File: src/rtl/wake_pkg.sv
package wake_pkg;
  localparam int REG_W    = 8;
  localparam int N_GRP    = 3;
  localparam int ADDR_W   = 4;
  localparam int GRP_BIT  = 3;
  localparam int GATE_BIT = 5;
  localparam int PP_BIT   = 7;
  localparam int POL_BIT  = 0;
  localparam logic [ADDR_W-1:0] A_STAT = 4'd0;
  localparam logic [ADDR_W-1:0] A_WEN  = 4'd3;
  localparam logic [ADDR_W-1:0] A_PEN  = 4'd6;
  localparam logic [ADDR_W-1:0] A_PST  = 4'd9;
  localparam logic [ADDR_W-1:0] A_CTL  = 4'd12;
  localparam logic [ADDR_W-1:0] A_GATE = 4'd13;
  localparam logic [ADDR_W-1:0] A_POL  = 4'd14;
  localparam logic [ADDR_W-1:0] A_MODE = 4'd15;
endpackage

File: src/rtl/wake_sync.sv
module wake_sync #(
  parameter int W = 1
) (
  input  logic         clk,
  input  logic         rst_n,
  input  logic [W-1:0] d,
  output logic [W-1:0] q
);
  logic [W-1:0] meta_q;

  always_ff @(posedge clk or negedge rst_n) begin
    if (!rst_n) begin
      meta_q <= '0;
      q      <= '0;
    end else begin
      meta_q <= d;
      q      <= meta_q;
    end
  end
endmodule

File: src/rtl/wake_edge_det.sv
module wake_edge_det #(
  parameter int W = 8
) (
  input  logic         clk,
  input  logic         rst_n,
  input  logic [W-1:0] raw,
  input  logic [W-1:0] inv,
  input  logic [W-1:0] both,
  output logic [W-1:0] hit
);
  logic [W-1:0] s_q;
  logic [W-1:0] prev_q;

  wake_sync #(.W(W)) u_sync (
    .clk  (clk),
    .rst_n(rst_n),
    .d    (raw),
    .q    (s_q)
  );

  always_ff @(posedge clk or negedge rst_n) begin
    if (!rst_n) prev_q <= '0;
    else        prev_q <= s_q;
  end

  for (genvar i = 0; i < W; i++) begin : g_bit
    logic rise, fall;
    always_comb begin
      rise = s_q[i] & ~prev_q[i];
      fall = ~s_q[i] & prev_q[i];
      if (both[i])     hit[i] = rise | fall;
      else if (inv[i]) hit[i] = fall;
      else             hit[i] = rise;
    end
  end
endmodule

File: src/rtl/wake_pin_drv.sv
module wake_pin_drv (
  input  logic req,
  input  logic act_high,
  input  logic push_pull,
  output logic dout,
  output logic oe
);
  logic level;

  always_comb begin
    level = act_high ? req : ~req;
    if (push_pull) begin
      oe   = 1'b1;
      dout = level;
    end else begin
      oe   = ~level;
      dout = 1'b0;
    end
  end
endmodule

File: src/rtl/wake_req_hub.sv
module wake_req_hub
  import wake_pkg::*;
#(
  parameter int GPI_W = 8,
  parameter int HWM_W = 1
) (
  input  logic              clk,
  input  logic              rst_n,
  input  logic [ADDR_W-1:0] reg_addr,
  input  logic              reg_wr,
  input  logic [REG_W-1:0]  reg_wdata,
  output logic [REG_W-1:0]  reg_rdata,
  input  logic [GPI_W-1:0]  gpi_evt,
  input  logic [HWM_W-1:0]  hwm_evt,
  input  logic              grp_irq,
  output logic              wake_pad_dout,
  output logic              wake_pad_oe
);
  localparam int SEL_W = REG_W;

  logic rst_meta_n, rst_sync_n;

  always_ff @(posedge clk or negedge rst_n) begin
    if (!rst_n) begin
      rst_meta_n <= 1'b0;
      rst_sync_n <= 1'b0;
    end else begin
      rst_meta_n <= 1'b1;
      rst_sync_n <= rst_meta_n;
    end
  end

  logic [REG_W-1:0] stat_q [N_GRP];
  logic [REG_W-1:0] stat_d [N_GRP];
  logic [REG_W-1:0] wen_q  [N_GRP];
  logic [REG_W-1:0] pen_q  [N_GRP];
  logic [REG_W-1:0] pst    [N_GRP];
  logic [REG_W-1:0] set_v  [N_GRP];
  logic [REG_W-1:0] ctl_q, gate_q, pol_q, mode_q;

  logic [GPI_W-1:0] gpi_hit;
  logic [HWM_W-1:0] hwm_hit;
  logic             grp_s;
  logic             req_any;

  wake_edge_det #(.W(GPI_W)) u_gpi_det (
    .clk  (clk),
    .rst_n(rst_sync_n),
    .raw  (gpi_evt),
    .inv  (pol_q[GPI_W-1:0]),
    .both (mode_q[GPI_W-1:0]),
    .hit  (gpi_hit)
  );

  wake_edge_det #(.W(HWM_W)) u_hwm_det (
    .clk  (clk),
    .rst_n(rst_sync_n),
    .raw  (hwm_evt),
    .inv  ({HWM_W{1'b0}}),
    .both ({HWM_W{1'b0}}),
    .hit  (hwm_hit)
  );

  wake_sync #(.W(1)) u_grp_sync (
    .clk  (clk),
    .rst_n(rst_sync_n),
    .d    (grp_irq),
    .q    (grp_s)
  );

  always_comb begin
    set_v[0] = '0;
    set_v[1] = '0;
    set_v[2] = '0;
    set_v[0][GPI_W-1:0] = gpi_hit;
    set_v[1][HWM_W-1:0] = hwm_hit;
    set_v[2][GRP_BIT]   = grp_s & gate_q[GATE_BIT];
  end

  for (genvar k = 0; k < N_GRP; k++) begin : g_grp
    logic clr_en, wen_en, pen_en;
    assign clr_en = reg_wr && (reg_addr == A_STAT + ADDR_W'(k));
    assign wen_en = reg_wr && (reg_addr == A_WEN  + ADDR_W'(k));
    assign pen_en = reg_wr && (reg_addr == A_PEN  + ADDR_W'(k));

    always_comb begin
      stat_d[k] = (stat_q[k] & ~(clr_en ? reg_wdata : '0)) | set_v[k];
      pst[k]    = stat_q[k] & wen_q[k];
    end

    always_ff @(posedge clk or negedge rst_sync_n) begin
      if (!rst_sync_n) begin
        stat_q[k] <= '0;
        wen_q[k]  <= '0;
        pen_q[k]  <= '0;
      end else begin
        stat_q[k] <= stat_d[k];
        if (wen_en) wen_q[k] <= reg_wdata;
        if (pen_en) pen_q[k] <= reg_wdata;
      end
    end
  end

  always_ff @(posedge clk or negedge rst_sync_n) begin
    if (!rst_sync_n) begin
      ctl_q  <= '0;
      gate_q <= '0;
      pol_q  <= '0;
      mode_q <= '0;
    end else if (reg_wr) begin
      if (reg_addr == A_CTL)  ctl_q  <= reg_wdata;
      if (reg_addr == A_GATE) gate_q <= reg_wdata;
      if (reg_addr == A_POL)  pol_q  <= reg_wdata;
      if (reg_addr == A_MODE) mode_q <= reg_wdata;
    end
  end

  always_comb begin
    req_any = 1'b0;
    for (int k = 0; k < N_GRP; k++) req_any = req_any | (|(pst[k] & pen_q[k]));
  end

  always_comb begin
    case (reg_addr)
      4'd0:    reg_rdata = stat_q[0];
      4'd1:    reg_rdata = stat_q[1];
      4'd2:    reg_rdata = stat_q[2];
      4'd3:    reg_rdata = wen_q[0];
      4'd4:    reg_rdata = wen_q[1];
      4'd5:    reg_rdata = wen_q[2];
      4'd6:    reg_rdata = pen_q[0];
      4'd7:    reg_rdata = pen_q[1];
      4'd8:    reg_rdata = pen_q[2];
      4'd9:    reg_rdata = pst[0];
      4'd10:   reg_rdata = pst[1];
      4'd11:   reg_rdata = pst[2];
      4'd12:   reg_rdata = ctl_q;
      4'd13:   reg_rdata = gate_q;
      4'd14:   reg_rdata = pol_q;
      default: reg_rdata = mode_q;
    endcase
  end

  logic [SEL_W-1:0] stat_gpi_w, stat_grp_w, set_gpi_w;
  assign stat_gpi_w = stat_q[0];
  assign stat_grp_w = stat_q[2];
  assign set_gpi_w  = set_v[0];

  wake_pin_drv u_drv (
    .req      (req_any),
    .act_high (ctl_q[POL_BIT]),
    .push_pull(ctl_q[PP_BIT]),
    .dout     (wake_pad_dout),
    .oe       (wake_pad_oe)
  );
endmodule

File: config.mk
export PLATFORM = sky130hd
export DESIGN_NAME = wake_req_hub
export DESIGN_NICKNAME = d
export VERILOG_FILES = /design/src/rtl/wake_pkg.sv /design/src/rtl/wake_sync.sv /design/src/rtl/wake_edge_det.sv /design/src/rtl/wake_pin_drv.sv /design/src/rtl/wake_req_hub.sv
export SDC_FILE = /design/constraint.sdc
export NUM_CORES = 1
export LEC_CHECK = 0
export BUFFER_PORTS_ARGS = -buffer_cell sky130_fd_sc_hd__buf_2
export CORE_MARGIN = 4
export CORE_UTILIZATION = 55
export CTS_CLUSTER_DIAMETER = 120
export CTS_CLUSTER_SIZE = 16
export DETAILED_ROUTE_END_ITERATION = 10
export GPL_TIMING_DRIVEN = 0
export PLACE_DENSITY = 0.86
export RECOVER_POWER = 50
export SLEW_MARGIN = 30
export SYNTH_ARGS = -nofsm -noshare
export SYNTH_HDL_FRONTEND = slang
export SYNTH_SLANG_ARGS = --single-unit
File: constraint.sdc
create_clock -name clk -period 3.85 [get_ports clk]
set_clock_uncertainty 0.1 [all_clocks]
set_input_delay 0.1925 -clock clk [delete_from_list [all_inputs] [get_ports clk]]
set_output_delay 0.1925 -clock clk [all_outputs]
set_load 0.05 [all_outputs]
# Word-level counts from Yosys, hierarchy flattened
# Index checks and enable logic that the tools add are counted.
[word_totals]
out_inout_bits = 10
reg_bits = 135
word_cells = 140
input_bits = 25
[classes]
bitwise = 62
reduce_logical = 17
muxes = 23
n_eq_ne = 15
[ops]
columns = ["operator", "n"]
rows = [
  ["$pmux 8 s15", 1],
  ["$and 8x8->8", 9],
  ["$eq 4x4->1 const B", 8],
  ["$mux 8", 3],
  ["$not 8->8", 3],
  ["$reduce_or 8->1", 3],
  ["$mux 1", 19],
  ["$not 1->1", 19],
  ["$and 1x1->1", 18],
  ["$eq 4x3->1 const B", 4],
  ["$or 1x1->1", 10],
  ["$logic_and 1x1->1", 9],
  ["$eq 4x2->1 const B", 2],
  ["$or 8x1->8", 1],
  ["$or 8x4->8", 1],
  ["$or 8x8->8", 1],
  ["$reduce_and 2->1", 4],
  ["$eq 4x1->1 const B", 1],
  ["$logic_not 4->1", 1],
]

# Logic depth before layout (Yosys ltp)
# Gate-level depths: netlist of the first run.
[logic_depth]
depth_word = 9
mapped_depth = 8
depth_no_buf = 6

# Modules after synthesis
# Synthesis of the first run repeated with hierarchy kept, for this count alone.
[hier_totals]
cells_unflattened = 576
hier_area_um2 = 6703.9
[modules_own_cells]
columns = ["module", "area_per_inst_um2", "seq_area_each_um2", "instances", "cells_each"]
rows = [
  ["wake_req_hub", 5484.0, 2652.5, 1, 490],
  ["wake_edge_det (u_gpi_det)", 620.6, 200.2, 1, 56],
  ["wake_sync (u_gpi_det.u_sync)", 400.4, 400.4, 1, 16],
  ["wake_sync (u_grp_sync ...)", 50.0, 50.0, 2, 2],
  ["wake_edge_det (u_hwm_det)", 77.6, 25.0, 1, 7],
  ["wake_pin_drv", 21.3, 0.0, 1, 3],
]

# Least setup slack after synthesis of the first run
# No wires, ideal clock.
[synth_timing]
kind = "register to output"
startpoint = "register wen_q[22] (netlist bit)"
endpoint = "output wake_pad_dout"
t_arrival_ns = 2.140
path_slack_ns = 1.417
stages_incl_launch_ff = 6
path_buffers = 0
t_required_ns = 3.557
cell_sequence = "dfrtp_1 nand3_1 nand4_1 or4_1 nor3_2 mux2i_1"
[synth_between]
elab_chain_cells = 8
[synth_lines]
columns = ["item", "line_no", "rtl"]
rows = [
  ["start, declared", "wake_req_hub.sv:35", "logic [REG_W-1:0] wen_q [N_GRP];"],
  ["start signal, assigned by index", "wake_req_hub.sv:98", "if (wen_en) wen_q[k] <= reg_wdata;"],
  ["$and 8x8->8 *", "wake_req_hub.sv:88", "pst[k] = stat_q[k] & wen_q[k];"],
  ["$and 8x8->8 *", "wake_req_hub.sv:120", "for (int k = 0; k < N_GRP; k++) req_any = req_any | (|(pst[k] & pen_q[k]));"],
  ["$reduce_or 8->1 *", "wake_req_hub.sv:120", ""],
  ["$or 1x1->1 * (2 in series)", "wake_req_hub.sv:120", ""],
  ["$not 1->1", "wake_pin_drv.sv:11", "level = act_high ? req : ~req;"],
  ["$mux 1 *", "wake_pin_drv.sv:11", ""],
  ["$mux 1 *", "wake_pin_drv.sv:12", "if (push_pull) begin"],
  ["end, declared", "wake_req_hub.sv:16", "output logic wake_pad_dout,"],
]
# Every way passes the cells marked *; elsewhere a longest branch is shown, timed or not.

# Worst setup path in the final report of the first run
[layout_timing]
startpoint = "register stat_q (netlist bit stat_gpi_w[7])"
endpoint = "output wake_pad_oe"
[layout_between]
elab_chain_cells = 9
[layout_lines]
columns = ["item", "line_no", "rtl"]
rows = [
  ["start, declared", "wake_req_hub.sv:33", "logic [REG_W-1:0] stat_q [N_GRP];"],
  ["start signal, assigned by index", "wake_req_hub.sv:97", "stat_q[k] <= stat_d[k];"],
  ["$and 8x8->8 *", "wake_req_hub.sv:88", ""],
  ["$and 8x8->8 *", "wake_req_hub.sv:120", ""],
  ["$reduce_or 8->1 *", "wake_req_hub.sv:120", ""],
  ["$or 1x1->1 * (2 in series)", "wake_req_hub.sv:120", ""],
  ["$not 1->1", "wake_pin_drv.sv:11", ""],
  ["$mux 1 *", "wake_pin_drv.sv:11", ""],
  ["$not 1->1 *", "wake_pin_drv.sv:16", "oe = ~level;"],
  ["$mux 1 *", "wake_pin_drv.sv:12", ""],
  ["end, declared", "wake_req_hub.sv:17", "output logic wake_pad_oe"],
]
# Marks and branches as above.

==> results of run 1 <==
## where the power goes
group | switching [uW] | internal (uW)
clock | 620 | 923
combinational | 382 | 333
sequential | 212 | 1640
## sequential cells by signal, indices dropped and copies added (netlist names)
register                 cells
ctl_q                        8
gate_q                       8
mode_q                       8
pen_q                       24
pol_q                        8
rst_meta_n                   1
rst_sync_n                   1
stat_gpi_w                   8
stat_grp_w                   8
stat_q                       8
u_gpi_det.prev_q             8
u_gpi_det.u_sync.meta_q      8
u_gpi_det.u_sync.q           8
u_grp_sync.meta_q            1
u_grp_sync.q                 1
u_hwm_det.prev_q             1
u_hwm_det.u_sync.meta_q      1
u_hwm_det.u_sync.q           1
wen_q                       24
## cells by family (layout without fill, tap and decap cells)
kind of cell / count (synthesis) / count (layout) / synth area share [%]
fa+ha+maj: 16 / 16 / 3.02
buf+inv: 51 / 138 / 3.68
other cells: 1 / 1 / 0.0565
mux: 99 / 99 / 17.1
flops: 135 / 135 / 50.9
compound gates: 120 / 120 / 12.7
simple gates: 151 / 151 / 12.5
## worst max path at each step
stage	depth (start not counted)	end	start	slack (ns)
after detailed placement	7	reg_rdata[6]	reg_addr[2]	1.30
after floorplan	5	wake_pad_dout	wen_q[22]	1.42
final	6	wake_pad_oe	stat_gpi_w[7]	1.01
after global routing	1	pen_q[13]	rst_sync_n	0.56
after global placement	0	u_gpi_det.prev_q[2]	rst_sync_n	0.83
after CTS	6	wake_pad_oe	stat_gpi_w[7]	1.03
## through the flow
| step | power (uW) | utilization (%) | area [um2] | setup WS (ns) |
|---|---|---|---|---|
| 2_1_floorplan | 2330 | - | 6630 | 1.42 |
| 3_3_place_gp | 2520 | 60.1 | 6980 | 0.828 |
| 3_5_place_dp | 2570 | 60.5 | 7030 | 1.30 |
| 4_1_cts | 4120 | 67.1 | 7790 | 1.03 |
| 5_1_grt | 4280 | 66.7 | 7750 | 0.563 |
| 6_report | 4110 | 66.7 | 7750 | 1.01 |
## what timing repair did
action,CTS,global route
buffers inserted,0,0
hold buffers,20,0
hold endpoints to repair,36,0
setup endpoints to repair,0,0
## cells in the final DEF, fill, tap and decap left out, drive strengths merged, types with 15 or more instances in the layout
cell	netlist	final
dfrtp	135	135
mux2	84	84
buf	19	52
nand2	37	37
clkbuf	12	36
nand3	30	30
a21oi	23	23
nor2	23	23
inv	20	22
dlygate4sd3	0	20
ha	16	16
nor2b	16	16
a21boi	15	15
## metal layers
metal	up-vias	wire length, um
li1	2245	-
met1	2578	8040
met2	336	8870
met3	69	2010
met4	0	847
met5	-	0
## layout make-up
type / instances / area (um2)
fill: 881 / 3860
inverter: 20 / 75.1
tap: 143 / 179
timing repair buffer: 55 / 375
sequential: 135 / 3380
clock buffer: 22 / 464
buffer: 31 / 169
multi-input combinational: 387 / 3010
clock inverter: 10 / 96.3
==> metrics.md, run 1 <==
| Metric | Value |
|---|---|
| Die Y | 118 um |
| Max-slew violation count | 42 |
| DR vias/cell | 6.51 |
| Yosys warning total | 0 |
| First-pass GRT wire length | 30500 um |
| CP Class | flop to output pin |
| Largest net degree at the start of global routing | 54 |
| Post-route ant nets | 0 |
| # nets final | 688 |
| Pre-antenna DRT Iters | 5 |
| Antenna diode count | 0 |
| Reg2Reg Launch Point | rst_sync_n |
| Initial antenna violation count | 0 |
| Buf/Inv on CP | 1 |
| DR iter-0 viols | 667 |
| Die W | 118 um |
| Endpoints failing setup | 0 |
| Synth top area share | 50.9% |
| DIE AREA | 13900 um2 |
| RSZ-0062 raised after global routing | no |
| Area Growth Syn to Fin | 16.8% |
| Commonest cells in the netlist | 135 x dfrtp_1, 84 x mux2_2, 36 x nand2_1 |
| GR peak layer | met2 |
| Placed insts | 751 |
| Crit-path max FO | 4 |
| GRT met1 Usage | 39.3% |
| CP Data Required Time | 3.56 ns |
| Synthesized cell area | 6630 um2 |
| Count of boundary I/O pins | 35 |
| Slowest CP cell | or4_1 |
| Initial Util | 57.1% |
| Failing checks | max-capacitance violations, max-slew violations |
| Async SR Flop Fraction | 100% |
| Worst-Skew Late Latency | 0.43 ns |
| # DRC | 0 |
| Pwr/cell area | 531 nW/um2 |
| Share of cells above drive strength 1 | 28.6% |
| Worst hold start | u_gpi_det.u_sync.meta_q[5] |
| Routed length per instance | 24.6 um |
| Vias | 5228 |
| Hpwl dp | 13300 um |
| Final worst path period share | 73.9% |
| Hold Crit Depth | 0 |
| R2r worst-path depth | 1 |
| IO Port Bufs | 33 |
| Root Buffer | clkbuf_16 |
| Worst vdd ir | 359 uV |
| Leakage | 0.00339 uW |
| Worst R2R End | mode_q[4] |
| Row count | 39 |
| Post-Synthesis Cells | 573 |
| Crit path DAT | 2.55 ns |
| Relative max-transition margin | -4.43% |
| Run status | finished, violations left |
| Total grt overflow | 0 |
| WHS | 0.245 ns |
| Delay-heaviest family, CP | simple AND/OR/NAND/NOR gates |
| Critical path launch point type | flop |
| Worst-path clk slew | 0.06 ns |
| Worst R2R Setup Slack | 1.13 ns |
| Routed WL | 19800 um |
| GP Congestion | 0.992 |
| Setup TNS | 0 ns |
| Max Cap Viol | 1 |
| Synth Register Bits | 135 |
| Tightest Pin Transition | 1.57 ns |
| CP Capture Type | output pin |
| H-Tree Depth | 4 |
| Post-synth top flop | dfrtp_1 |
| Area leader, netlist | dfrtp_1 |
| Syn avg cell area | 11.6 um2 |
| TritonCTS clock tree | done |
| Yosys cell types | 62 |
| Clock buffer depth | 2 |
| GRT Total Usage | 29.3% |
| Min-Delay Path Class | flop to flop |
| Min cycle time layout | 2.84 ns |
| Fmax | 0.352 GHz |
| Most frequent cell after synthesis | dfrtp_1 |
| Met3 usage | 8.51% |
| Synth top area cells | dfrtp_1 51%, mux2_2 14%, ha_1 3.0% |
| Syn_nets | 614 |
| Final Hold Fails | 0 |
| M2 GR Usage | 43.4% |
| Vias in the first global route | 5176 |
| Cell Count, Final, Fillers Out | 803 |
| Post-cts sizing count | 0 |
| Post-synth EDFFs | 0 |
| Core ar. | 11600 um2 |
| Critical path's largest stage delay | 0.58 ns |
| Hold Crit Endpoint | u_gpi_det.u_sync.q[5] |
| Cts bufs inserted | 17 |
| Seq/Total Area, Yosys | 50.9% |
| CTS sink cnt | 135 |
| CP cell instances | nand3_1, nand4_1, or4_1, nor3_2, mux2i_1, buf_2 |
No activity file was read; power rests on OpenSTA's default activity.
==> inputs of run 2 (changes only) <==
--- a/config.mk
+++ b/config.mk
@@ -5,6 +5,7 @@
 export SDC_FILE = /design/constraint.sdc
 export NUM_CORES = 1
 export LEC_CHECK = 0
+export ABC_AREA = 1
 export BUFFER_PORTS_ARGS = -buffer_cell sky130_fd_sc_hd__buf_2
 export CORE_MARGIN = 4
 export CORE_UTILIZATION = 55
@@ -12,7 +13,7 @@
 export CTS_CLUSTER_SIZE = 16
 export DETAILED_ROUTE_END_ITERATION = 10
 export GPL_TIMING_DRIVEN = 0
-export PLACE_DENSITY = 0.86
+export PLACE_DENSITY = 0.83
 export RECOVER_POWER = 50
 export SLEW_MARGIN = 30
 export SYNTH_ARGS = -nofsm -noshare
==> constraint.sdc (replaced) <==
create_clock -name clk -period 2.8 [get_ports clk]
set_clock_uncertainty 0.1 [all_clocks]
set_input_delay 0.14 -clock clk [delete_from_list [all_inputs] [get_ports clk]]
set_output_delay 0.14 -clock clk [all_outputs]
set_load 0.05 [all_outputs]
==> metrics.md, run 2 <==
| Metric | Value |
|---|---|
| Synth top area cells | dfrtp_1 52%, nand2_1 16%, o21ai_0 5.8% |
| Final worst path period share | 78.8% |
| Largest net degree at the start of global routing | 52 (-3.7%) |
| Clock buffer depth | 2 (unchanged) |
| DIE AREA | 13700 um2 (-1.5%) |
| TritonCTS clock tree | done |
| Vias | 5410 (+3.5%) |
| Core ar. | 11500 um2 (-0.84%) |
| Post-route ant nets | 0 (unchanged) |
| Most frequent cells in the layout | 289 x nand2_1, 135 x dfrtp_1, 75 x o21ai_0 |
| Post-Synthesis Cells | 766 (+34%) |
| Worst hold start | reg_wdata[6] |
| Worst vdd ir | 592 uV (+65%) |
| Yosys warning total | 0 (unchanged) |
| Synth top area share | 51.8% (+0.81 points) |
| Area Growth Syn to Fin | 15.1% |
| Final Total Pwr | 5550 uW (+35%) |
| Routed WL | 16700 um (-16%) |
| Max-slew violation count | 0 (-100%) |
| Worst-Skew Late Latency | 0.42 ns (about the same) |
| GRT Total Usage | 26.6% (-2.7 points) |
| Yosys cell types | 26 (-58%) |
| Root Buffer | clkbuf_16 |
| GP Congestion | 0.937 (-5.6%) |
| DR iter-0 viols | 434 (-35%) |
| Die Y | 117 um (-0.73%) |
| Min cycle time layout | 2.21 ns |
| Largest registers | pen_q (24), wen_q (24) |
| Max Cap Viol | 0 (-1) |
| Total grt overflow | 0 (unchanged) |
| Initial Util | 56.7% (-0.42 points) |
| Leakage | 0.00393 uW (+16%) |
| Min-Delay Path Class | input pin to flop |
| Synthesized cell area | 6530 um2 (-1.6%) |
| Hold Crit Depth | 4 (+4) |
| Die W | 117 um (-0.73%) |
| Cell Count, Final, Fillers Out | 995 (+24%) |
| Endpoints failing setup | 0 (unchanged) |
| Critical path launch point type | flop |
| Commonest cells in the netlist | 279 x nand2_1, 135 x dfrtp_1, 75 x o21ai_0 |
| Count of boundary I/O pins | 35 (unchanged) |
| Antenna diode count | 0 (unchanged) |
| First-pass GRT wire length | 27300 um (-10%) |
| Crit-path max FO | 4 (unchanged) |
| Post-synth EDFFs | 0 (unchanged) |
| Crit path DAT | 1.97 ns (-0.58 ns) |
| # nets final | 880 (+28%) |
| R2r worst-path depth | 3 (+2) |
| Seq/Total Area, Yosys | 51.8% (+0.81 points) |
| Initial antenna violation count | 0 (unchanged) |
| DR vias/cell | 5.44 (-16%) |
| Relative max-transition margin | 19.0% (+23 points) |
| Area leader, netlist | dfrtp_1 |
| Worst-path clk slew | 0.05 ns (about the same) |
| Tightest Pin Transition | 1.21 ns (-0.352 ns) |
| Fmax | 0.453 GHz |
| Syn avg cell area | 8.52 um2 (-26%) |
| CP Data Required Time | 2.56 ns (-1.00 ns) |
| Pre-antenna DRT Iters | 6 (+1) |
| Reg2Reg Launch Point | rst_sync_n |
| Post-synth top flop | dfrtp_1 |
| CP Capture Type | output pin |
| Final core occ | 65.2% (-1.5 points) |
| CTS sink cnt | 135 (unchanged) |
| RSZ-0062 raised after global routing | no |
| Most common cell after layout, fill and taps aside | nand2_1 |
| H-Tree Depth | 4 (unchanged) |
| Placed insts | 946 (+26%) |
| IO Port Bufs | 34 (+3.0%) |
| Run status | completed |
| Pwr/cell area | 739 nW/um2 (+39%) |
| Share of cells above drive strength 1 | 12.4% (-16 points) |
| Vias in the first global route | 5380 (+3.9%) |
| Syn_nets | 807 (+31%) |
| Synth Register Bits | 135 (unchanged) |
| Hpwl dp | 11800 um (-11%) |
| Cts bufs inserted | 17 (unchanged) |
| Final Hold Fails | 0 (unchanged) |
| Critical path origin | wen_q[8] |
| # DRC | 0 (unchanged) |
| Async SR Flop Fraction | 100% (unchanged) |
| Most frequent cell after synthesis | nand2_1 |
| Routed length per instance | 16.8 um (-32%) |
| CP Class | flop to output pin |
| Row count | 39 (unchanged) |
[run 2: area by class of cell]
cell class	count	area [um2]
clock buffers	22	464
flip-flops and latches	135	3380
well taps	143	179
repair buffers	54	408
fillers	947	4000
multi-input cells	554	2630
plain buffers	19	90.1
clock inverters	10	145
inverters	58	218
[run 2: metrics by stage]
step	instance area (um2)	setup WS (ns)	setup TNS, ns	hold WS (ns)
3_3_place_gp	6880	-0.248	-31.71	-0.174
2_1_floorplan	6530	0.455	0	-0.256
3_5_place_dp	6950	0.948	0	-0.171
6_report	7510	0.594	0	0.0270
5_1_grt	7510	0.417	0	0.0544
4_1_cts	7730	0.585	0	0.0117
[run 2: logic make-up (layout without fill, tap and decap cells)]
logic type	after synthesis	count (layout)	synth area share, %
flip-flops	135	135	51.8
adder cells (fa/ha/maj)	16	16	3.07
AO/OA/AOI/OAI	124	124	10.7
multiplexers	8	8	1.38
other	1	1	0.0574
AND/OR/NAND/NOR	405	405	27.5
buffers and inverters	77	163	5.54
[run 2: final timing paths]
check / to / slack (ns)
setup / recovery: wake_pad_dout / 0.59
setup reg to reg: stat_q[11] / 0.91
max in group asynchronous: stat_q[11] / 0.91
hold reg to reg: u_gpi_det.u_sync.q[5] / 0.25
hold / removal: stat_grp_w[6] / 0.03
min in group asynchronous: u_gpi_det.u_sync.q[0] / 0.41
[run 2: metal layers]
layer	GRT usage, %	up-vias	part of all wire, %
met2	43.2	219	49
met1	35.2	2560	43
li1	-	2605	-
met3	6.12	26	6.8
met5	0	-	0
met4	9.86	0	1.8
[run 2: worst max-delay path, cell delays in order, from the launching register on]
cell and delay (ns):
dfrtp_1 0.43, nand3_1 0.12, nand2_1 0.10, nor2_1 0.11, nand2_1 0.06, nor2_1 0.15
nand2_1 0.08, nand2_1 0.10, nand2_1 0.05, nor2_1 0.07, buf_2 0.26
[run 2: report_power, final]
group | switching, uW | total [uW] | internal [uW] | leakage, uW
sequential | 263 | 2480 | 2220 | 0.00166
combinational | 507 | 785 | 278 | 0.00197
clock | 834 | 2290 | 1450 | 0.000291
[run 2: what timing repair did]
action / 4_1_cts / 5_1_grt
resized for setup: 0 / 0
hold endpoints to repair: 20 / 0
hold buffers: 17 / 0
buffers inserted: 0 / 0
==> inputs of run 3 (changes only) <==
--- a/config.mk
+++ b/config.mk
@@ -13,7 +13,7 @@
 export CTS_CLUSTER_SIZE = 16
 export DETAILED_ROUTE_END_ITERATION = 10
 export GPL_TIMING_DRIVEN = 0
-export PLACE_DENSITY = 0.83
+export PLACE_DENSITY = 0.86
 export RECOVER_POWER = 50
 export SLEW_MARGIN = 30
 export SYNTH_ARGS = -nofsm -noshare
==> constraint.sdc (replaced) <==
create_clock -name clk -period 1.9 [get_ports clk]
set_clock_uncertainty 0.1 [all_clocks]
set_input_delay 0.095 -clock clk [delete_from_list [all_inputs] [get_ports clk]]
set_output_delay 0.095 -clock clk [all_outputs]
set_load 0.05 [all_outputs]
==> metrics.md, run 3 (synthesis results as in run 2) <==
| Metric | Value |
|---|---|
| Core ar. | 11500 um2 (unchanged) |
| # DRC | 0 (unchanged) |
| Run status | finished, violations left |
| Vias in the first global route | 5640 (+4.8%) |
| Failing checks | negative setup slack |
| Endpoints failing setup | 3 (+3) |
| DR vias/cell | 5.65 (+4.0%) |
| Worst-Skew Late Latency | 0.43 ns (about the same) |
| Die Y | 117 um (unchanged) |
| Vias | 5795 (+7.1%) |
| Number of stages on the worst setup path | 10 (unchanged) |
| RSZ-0062 raised after global routing | yes |
| H-Tree Depth | 4 (unchanged) |
| R2r worst-path depth | 1 (-2) |
| Row count | 39 (unchanged) |
| Most frequent cells in the layout | 261 x nand2_1, 133 x dfrtp_1, 72 x o21ai_0 |
| Critical path's largest stage delay | 0.43 ns (about the same) |
| Most common cell after layout, fill and taps aside | nand2_1 |
| Initial Util | 56.7% (unchanged) |
| CP Class | flop to output pin |
| Root Buffer | clkbuf_16 |
| Routed length per instance | 17.6 um (+5.0%) |
| Worst vdd ir | 963 uV (+63%) |
| Clock share of power | 38.9% (-2.3 points) |
| Final worst slack | -0.182 ns (-0.776 ns) |
| Worst-path clk slew | 0.06 ns (about the same) |
| Die W | 117 um (unchanged) |
| Min-Delay Path Class | input pin to flop |
| Final Hold Fails | 0 (unchanged) |
| P_sw | 2660 uW (+66%) |
| Initial antenna violation count | 0 (unchanged) |
| Min cycle time layout | 2.08 ns |
| Filler cells | 785 (-17%) |
| Slowest CP cell | dfrtp_1 |
| Cts bufs inserted | 17 (unchanged) |
| Routed WL | 18000 um (+8.2%) |
| Critical path launch point type | flop |
| Total grt overflow | 0 (unchanged) |
| Sequential share of power | 42.5% (-2.2 points) |
| Most common cell on crit path | nand2_2 |
| Max Cap Viol | 0 (unchanged) |
| Crit path DAT | 1.89 ns (-0.08 ns) |
| Setup TNS | -0.266 ns (-0.266 ns) |
| Gate power share | 18.6% (+4.5 points) |
| Buf/Inv on CP | 1 (unchanged) |
| Pwr/cell area | 1050 nW/um2 (+42%) |
| Cell Count, Final, Fillers Out | 1025 (+3.0%) |
| # nets final | 910 (+3.4%) |
| Relative max-transition margin | 45.9% (+27 points) |
| Share of cells above drive strength 1 | 24.4% (+12 points) |
| TritonCTS clock tree | done |
| Pre-antenna DRT Iters | 5 (-1) |
| Delay-heaviest family, CP | simple AND/OR/NAND/NOR gates |
| Antenna diode count | 0 (unchanged) |
| Largest registers | pen_q (24), wen_q (24) |
| Max-slew violation count | 0 (unchanged) |
| CP cell instances | nand3_1, nand2_1, nor2_2, nand2_2, nor2_4, nand2_2, nand2_2, nand2_1, nor2_2, buf_6 |
| Hold Crit Depth | 4 (unchanged) |
| Clock buffer depth | 2 (unchanged) |
| Area Growth Syn to Fin | 25.1% |
| Cell internal pwr | 5930 uW (+50%) |
| WHS | 0.0149 ns (-0.0122 ns) |
| Final core occ | 70.9% (+5.7 points) |
| CP Data Required Time | 1.70 ns (-0.86 ns) |
| Hpwl dp | 11500 um (-3.0%) |
| GP Congestion | 0.944 (+0.80%) |
| Largest net degree at the start of global routing | 51 (-1.9%) |
| DR iter-0 viols | 552 (+27%) |
| IO Port Bufs | 34 (unchanged) |
| Tightest Pin Transition | 0.812 ns (-0.403 ns) |
| Placed insts | 945 (-0.11%) |
| CTS sink cnt | 135 (unchanged) |
| GRT Total Usage | 27.1% (+0.50 points) |
| CP Capture Type | output pin |
| Post-route ant nets | 0 (unchanged) |
| Crit-path max FO | 4 (unchanged) |
| DIE AREA | 13700 um2 (unchanged) |
| Net Sw Frac | 31.0% (+2.1 points) |
| Leakage | 0.00424 uW (+8.0%) |
| Final worst path period share | 110% |
| First-pass GRT wire length | 27900 um (+2.1%) |
| Count of boundary I/O pins | 35 (unchanged) |
| Fmax | 0.480 GHz |
## run 3: final cells by class
class                           count  area, um2  share of cell area (%)
Clock buffer                       18        439                    5.38
Timing Repair Buffer               84        692                    8.47
Sequential cell                   135       3380                    41.4
Multi-Input combinational cell    554       2950                    36.1
Tap cell                          143        179                    2.19
Inverter                           58        218                    2.67
Buffer                             19        144                    1.76
Clock inverter                     14        161                    1.98
## run 3: power by group through the flow
stage | clock network, uW | logic, uW | registers (uW)
floorplan | 0 | 827 | 3600
global placement | 0 | 1040 | 3710
detailed placement | 0 | 1140 | 3680
CTS | 3350 | 1340 | 3610
global route | 3490 | 1740 | 3690
finish | 3340 | 1600 | 3650
## run 3: final timing paths
| path | start | endpoint | slack [ns] |
|---|---|---|---|
| max in group asynchronous | rst_sync_n | stat_q[8] | 0.17 |
| setup / recovery | wen_q[14] | wake_pad_dout | -0.18 |
| min in group asynchronous | rst_sync_n | u_gpi_det.u_sync.q[1] | 0.27 |
| hold reg to reg | u_gpi_det.u_sync.meta_q[0] | u_gpi_det.u_sync.q[0] | 0.25 |
| hold / removal | reg_wr | gate_q[5] | 0.01 |
| setup reg to reg | rst_sync_n | stat_q[8] | 0.17 |
## run 3: through the flow
step / instance area (um2) / worst slack, ns / total power [uW]
2_1_floorplan: 6530 / 0.138 / 4430
3_3_place_gp: 6880 / -0.0415 / 4740
3_5_place_dp: 6930 / 0.142 / 4810
4_1_cts: 7900 / -0.142 / 8310
5_1_grt: 8170 / -0.243 / 8920
6_report: 8170 / -0.182 / 8580
## run 3: routing by layer
| layer | GRT usage, % | share of wire (%) | wire [um] |
|---|---|---|---|
| met5 | 0 | 0 | 0 |
| met3 | 6.27 | 8.4 | 1510 |
| met1 | 34.4 | 39 | 7070 |
| met4 | 14.7 | 3.5 | 632 |
| met2 | 43.2 | 49 | 8830 |
## run 3: timing repair
action / CTS / global route
gates resized for setup: 14 / 78
hold endpoints to repair: 32 / 0
hold buffers: 20 / 0
gates cloned: 0 / 0
buffers inserted: 18 / 13
pin swaps: 3 / 38
endpoints found under the setup margin: 2 / 10
## run 3: tightest hold or removal path: stages
cell	delay [ns]
buf_2	0.17
nand2_4	0.13
nand2_1	0.07
o21ai_2	0.05
